$ cat src/rtl/intmath_coproc.sv
module intmath_coproc #(
  parameter int OPW = 16,
  parameter int ADW = 32
) (
  input  logic                                   clk,
  input  logic                                   rst_n,
  input  logic [$clog2(4*OPW/2+3*ADW/8)-1:0]     addr,
  input  logic [7:0]                             wdata,
  input  logic                                   wr,
  output logic [7:0]                             rdata
);
  localparam int OB     = OPW / 8;
  localparam int SB     = ADW / 8;
  localparam int UNIT   = 4 * OB;
  localparam int NBYTES = 4 * UNIT + 3 * SB;
  localparam int AW     = $clog2(NBYTES);
  localparam int UM = 0, SM = UNIT, UD = 2 * UNIT, SD = 3 * UNIT, AD = 4 * UNIT;
  localparam logic [AW-1:0] LAST = AW'(NBYTES - 1);

  logic [7:0] regs [NBYTES];
  logic [8*NBYTES-1:0] flat, res;

  function automatic logic is_op(input logic [AW-1:0] a);
    int ai;
    ai = int'(a);
    if (ai < AD) return (ai % UNIT) < 2 * OB;
    return ai < AD + 2 * SB;
  endfunction

  always_ff @(posedge clk or negedge rst_n)
    if (!rst_n) for (int i = 0; i < NBYTES; i++) regs[i] <= '0;
    else if (wr && is_op(addr)) regs[addr] <= wdata;

  always_comb for (int i = 0; i < NBYTES; i++) flat[8*i +: 8] = regs[i];

  logic [OPW-1:0] ua, ub, sa, sb, uden, unum, sden, snum;
  logic [ADW-1:0] adda, addb, sum;
  assign ua   = flat[8*UM +: OPW];
  assign ub   = flat[8*(UM+OB) +: OPW];
  assign sa   = flat[8*SM +: OPW];
  assign sb   = flat[8*(SM+OB) +: OPW];
  assign uden = flat[8*UD +: OPW];
  assign unum = flat[8*(UD+OB) +: OPW];
  assign sden = flat[8*SD +: OPW];
  assign snum = flat[8*(SD+OB) +: OPW];
  assign adda = flat[8*AD +: ADW];
  assign addb = flat[8*(AD+SB) +: ADW];

  logic [2*OPW-1:0] uprod, sprod;
  assign uprod = {{OPW{1'b0}}, ua} * {{OPW{1'b0}}, ub};
  assign sprod = $signed({{OPW{sa[OPW-1]}}, sa}) * $signed({{OPW{sb[OPW-1]}}, sb});

  logic [OPW-1:0] uq, ur;
  assign uq = (uden == '0) ? '1   : unum / uden;
  assign ur = (uden == '0) ? unum : unum % uden;

  logic [OPW-1:0] nmag, dmag, mq, mr, sq, sr;
  assign nmag = snum[OPW-1] ? -snum : snum;
  assign dmag = sden[OPW-1] ? -sden : sden;
  assign mq   = (dmag == '0) ? '0 : nmag / dmag;
  assign mr   = (dmag == '0) ? '0 : nmag % dmag;
  assign sq   = (sden == '0) ? '1   : ((snum[OPW-1] ^ sden[OPW-1]) ? -mq : mq);
  assign sr   = (sden == '0) ? snum : (snum[OPW-1] ? -mr : mr);

  assign sum = adda + addb;

  always_comb begin
    res = flat;
    res[8*(UM+2*OB) +: 2*OPW] = uprod;
    res[8*(SM+2*OB) +: 2*OPW] = sprod;
    res[8*(UD+2*OB) +: OPW]   = uq;
    res[8*(UD+3*OB) +: OPW]   = ur;
    res[8*(SD+2*OB) +: OPW]   = sq;
    res[8*(SD+3*OB) +: OPW]   = sr;
    res[8*(AD+2*SB) +: ADW]   = sum;
  end

  assign rdata = (addr <= LAST) ? res[{addr, 3'b000} +: 8] : 8'h00;

  logic [2*OPW-1:0] chk_u, chk_s;
  assign chk_u = {{OPW{1'b0}}, uq} * {{OPW{1'b0}}, uden} + {{OPW{1'b0}}, ur};
  assign chk_s = $signed({{OPW{sq[OPW-1]}}, sq}) * $signed({{OPW{sden[OPW-1]}}, sden})
               + {{OPW{sr[OPW-1]}}, sr};

  always_comb begin
    if (rst_n && ua != '0)
      a_r3_prod_factor: assert (uprod / {{OPW{1'b0}}, ua} == {{OPW{1'b0}}, ub});
    if (rst_n && sa != '0 && sb != '0)
      a_r4_prod_sign: assert (sprod[2*OPW-1] == (sa[OPW-1] ^ sb[OPW-1]));
    if (rst_n && uden != '0)
      a_r5_udiv_identity: assert (chk_u[OPW-1:0] == unum && ur < uden);
    if (rst_n && sden != '0)
      a_r6_sdiv_identity: assert (chk_s[OPW-1:0] == snum && (sr == '0 || sr[OPW-1] == snum[OPW-1]));
  end

  a_r2_hold: assert property (@(posedge clk) disable iff (!rst_n)
    (!wr || !is_op(addr)) |=> $stable(flat));
endmodule

$ cat config.mk
export PLATFORM = sky130hd
export DESIGN_NAME = intmath_coproc
export DESIGN_NICKNAME = d
export VERILOG_FILES = /design/src/rtl/intmath_coproc.sv
export SDC_FILE = /design/constraint.sdc
export NUM_CORES = 2
export LEC_CHECK = 0
export ABC_AREA = 1
export ABC_CLOCK_PERIOD_IN_PS = 32500
export BUFFER_PORTS_ARGS = -buffer_cell sky130_fd_sc_hd__buf_4
export CORE_MARGIN = 2
export CORE_UTILIZATION = 35
export CTS_CLUSTER_SIZE = 8
export DETAILED_ROUTE_END_ITERATION = 8
export HOLD_SLACK_MARGIN = 0.15
export SYNTH_ARGS = -nofsm -noshare
export SYNTH_HDL_FRONTEND = slang
export SYNTH_SLANG_ARGS = --single-unit
$ cat constraint.sdc
create_clock -name clk -period 32.5 [get_ports clk]
set_input_delay 3.25 -clock clk [delete_from_list [all_inputs] [get_ports clk]]
set_output_delay 3.25 -clock clk [all_outputs]
set_load 0.02 [all_outputs]
==> flow_summary.json <==
{
  "worst-r2r-cell-count": 2,
  "ys_seq_elements": 192,
  "htree_levels": 4,
  "syn_avg_cell_area_um2": 6.97,
  "worstMarginPinSlew_ns": 1.34,
  "drtPass1Iterations": 6,
  "nets": 7669,
  "place_area_um2": 48200,
  "wl_um": 154000,
  "grt_usage_pct": 22.6,
  "synthCells": 6528,
  "numCtsBuffers": 17,
  "grt_pass1_vias": 42200,
  "cts-root-buf": "clkbuf_16",
  "fin_crit_ns": 31.32,
  "min_from": "flat[140]",
  "skew_ns": 0,
  "antenna_left": 0,
  "post_drt_wl_per_cell_um": 18.3,
  "async_reset_ff_share_pct": 100,
  "grt_max_degree": 74,
  "clock_path_buffers": 2,
  "hp-class": "flip-flop to flip-flop",
  "grt.busiest_layer": "met2",
  "vias_per_cell": 5.17,
  "timing.critical_path.mode_cell": "nand2_2",
  "grt.overflow.total": 0,
  "clk_pin_slew_worst_paths_ns": 0.08,
  "r2r_setup_slack_ns": 31.14,
  "drive_gt1_share_pct": 18.7,
  "crit_arrival_ns": 28.07,
  "synth_edf_count": 0,
  "worstSkewPairLatency_ns": 0.46,
  "regArea_um2": 4820,
  "fmax_mhz": 31.9,
  "start_util_pct": 35.2,
  "num_rows": 132,
  "first_iter_violations": 3277,
  "route.detailed.drc": 0,
  "holdBufCountCts": 0,
  "yosys_warnings": 0,
  "core_um2": 129000,
  "num_vias": 43700,
  "place_hpwl_um": 116000,
  "ys_seq_area_share_pct": 10.6,
  "grtUsageMet1_pct": 31.4,
  "cts_tree": "built",
  "setup_viol": 0,
  "stdcell_area_um2": 53300,
  "grt_setup_unrepaired": "true",
  "period_share_pct": 96.4,
  "reg2reg_to": "flat[85]",
  "r2r-start": "flat[85]",
  "grt_pass1_wl_um": 237000,
  "place.gp.congestion": 0.969,
  "nFillCells": 13300,
  "slowest_stage": "dfrtp_1",
  "drv_slew": 0,
  "die-area_um2": 133000,
  "boundaryPins": 25,
  "port-buffer-count": 24,
  "ys.flop_type": "dfrtp_1",
  "die_w_um": 365,
  "outcome": "finished clean",
  "clock_sinks": 192,
  "syn_nets": 7499,
  "startpoint_type": "flip-flop",
  "die_h_um": 365,
  "syn_to_final_growth_pct": 17.1,
  "synth_area_um2": 45500,
  "antenna_found_initial": 6,
  "slowest_delay_ns": 0.42,
  "synth_cell_types": 73,
  "worstSetupPathType": "flip-flop to output port",
  "max_slew_margin_pct": 10.4,
  "hold-path-cell-count": 2,
  "use_met3_pct": 3.54,
  "drv_cap": 0,
  "holdPathEnd": "flat[140]",
  "hold_violations": 0,
  "endpoint_kind": "output port",
  "path_max_fanout": 7,
  "use_met2_pct": 36.7,
  "worstPathRequired_ns": 29.25,
  "multi_input_comb_area_um2": 37600
}
[area by class of cell]
| class | instances | area share [%] |
|---|---|---|
| multi-input cells | 4829 | 70.6 |
| flip-flops and latches | 192 | 9.04 |
| inverters | 1247 | 8.87 |
| repair buffers | 410 | 6.33 |
| well taps | 1742 | 4.09 |
| clock buffers | 17 | 0.798 |
| clock inverters | 13 | 0.303 |
| repair inverters | 1 | 0.0141 |
| diodes | 1 | 0.00470 |
[flip-flops by register name, summed over array words and instances (netlist names)]
signal,flops
adda,32
flat,128
addb,32
[placed cells by master (no fill, tap or decap), types with 186 or more instances in the layout]
cell type / instances
ha_1: 427
nor2_1: 249
nand3_1: 255
nand2_1: 1565
o21ai_0: 334
nand2_2: 186
a21oi_1: 209
fa_1: 458
buf_4: 366
inv_1: 1173
[logic make-up after synthesis]
group | count (synthesis) | synth area share (%)
adders and majority gates | 954 | 33.8
and+or+nand+nor | 2620 | 25.2
buffers and inverters | 1510 | 12.9
DFF | 192 | 10.6
xor gates and xnor gates | 210 | 4.04
AOI/OAI and AO/OA | 1042 | 13.5
[worst max-delay path by stage]
| stage | from | endpoint | slack [ns] | depth (start not counted) |
|---|---|---|---|---|
| after floorplan | flat[140] | rdata[4] | 1.59 | 244 |
| after detailed placement | flat[213] | rdata[4] | -1.59 | 208 |
| final | flat[142] | rdata[7] | 1.18 | 242 |
| after global placement | flat[213] | rdata[7] | -1.34 | 210 |
| after global routing | flat[142] | rdata[7] | -0.92 | 244 |
| after CTS | flat[209] | rdata[4] | -0.02 | 218 |
[repair_timing]
item / 4_1_cts / 5_1_grt
setup buffers: 9 / 178
gates resized for setup: 83 / 618
gates cloned: 1 / 6
pin swaps: 13 / 332
setup endpoints to repair: 8 / 8
[per-stage QoR]
| stage | util [%] | setup TNS [ns] | hold WS (ns) | cells | setup WS [ns] |
|---|---|---|---|---|---|
| floorplan | - | 0 | 0.471 | 6528 | 1.59 |
| global placement | 37.3 | -9.10 | 0.497 | 8230 | -1.34 |
| detailed placement | 37.3 | -10.57 | 0.506 | 8230 | -1.59 |
| CTS | 38.0 | -0.0205 | 0.523 | 8270 | -0.0205 |
| global route | 41.2 | -6.26 | 0.550 | 8451 | -0.921 |
| finish | 41.2 | 0 | 0.519 | 8452 | 1.18 |
[synthesized netlist by cell type, types with 10 or more instances]
cell type | count | area, µm²
nand2_1 | 1707 | 6410
inv_1 | 1215 | 4560
ha_1 | 495 | 6190
fa_1 | 459 | 9190
o21ai_0 | 371 | 1860
nor2_1 | 281 | 1050
nand3_1 | 277 | 1390
a21oi_1 | 266 | 1330
clkbuf_1 | 207 | 777
dfrtp_1 | 192 | 4800
xor2_1 | 123 | 1080
xnor2_1 | 87 | 762
or2_2 | 73 | 457
o21ai_1 | 65 | 325
nand2_2 | 62 | 388
o22ai_1 | 58 | 363
nand3_2 | 50 | 500
o21ai_2 | 38 | 333
o21bai_1 | 37 | 278
nor3_1 | 34 | 170
o211ai_1 | 33 | 248
a21o_1 | 28 | 210
nand4_1 | 28 | 175
o221ai_1 | 28 | 245
o2111ai_1 | 24 | 210
and2_1 | 23 | 144
inv_2 | 20 | 75.1
nor4_1 | 20 | 125
buf_1 | 18 | 67.6
a211oi_1 | 17 | 128
a31oi_1 | 13 | 81.3
buf_4 | 12 | 90.1
clkbuf_8 | 12 | 165
nor2_4 | 12 | 135
nor2_2 | 10 | 62.6
o31ai_1 | 10 | 75.1
[per-layer routing]
layer / routed length, µm / share of wire, % / vias up
li1: - / - / 20900
met1: 68700 / 44 / 21200
met2: 71200 / 46 / 1303
met3: 11000 / 7.1 / 236
met4: 3540 / 2.3 / 8
met5: 47 / 0.030 / -
[worst max-delay path, delay by kind of cell (launching register included)]
kind	cells	cell delay, ns
XOR/XNOR	1	0.08
adder cells (fa/ha/maj)	15	4.24
AND/OR/NAND/NOR	126	10.75
flip-flops	1	0.42
AO/OA/AOI/OAI	71	9.49
buffers and inverters	29	2.53
Power is not shown: default switching activity piles up to over one toggle a cycle in this logic, so the estimate is an artifact.
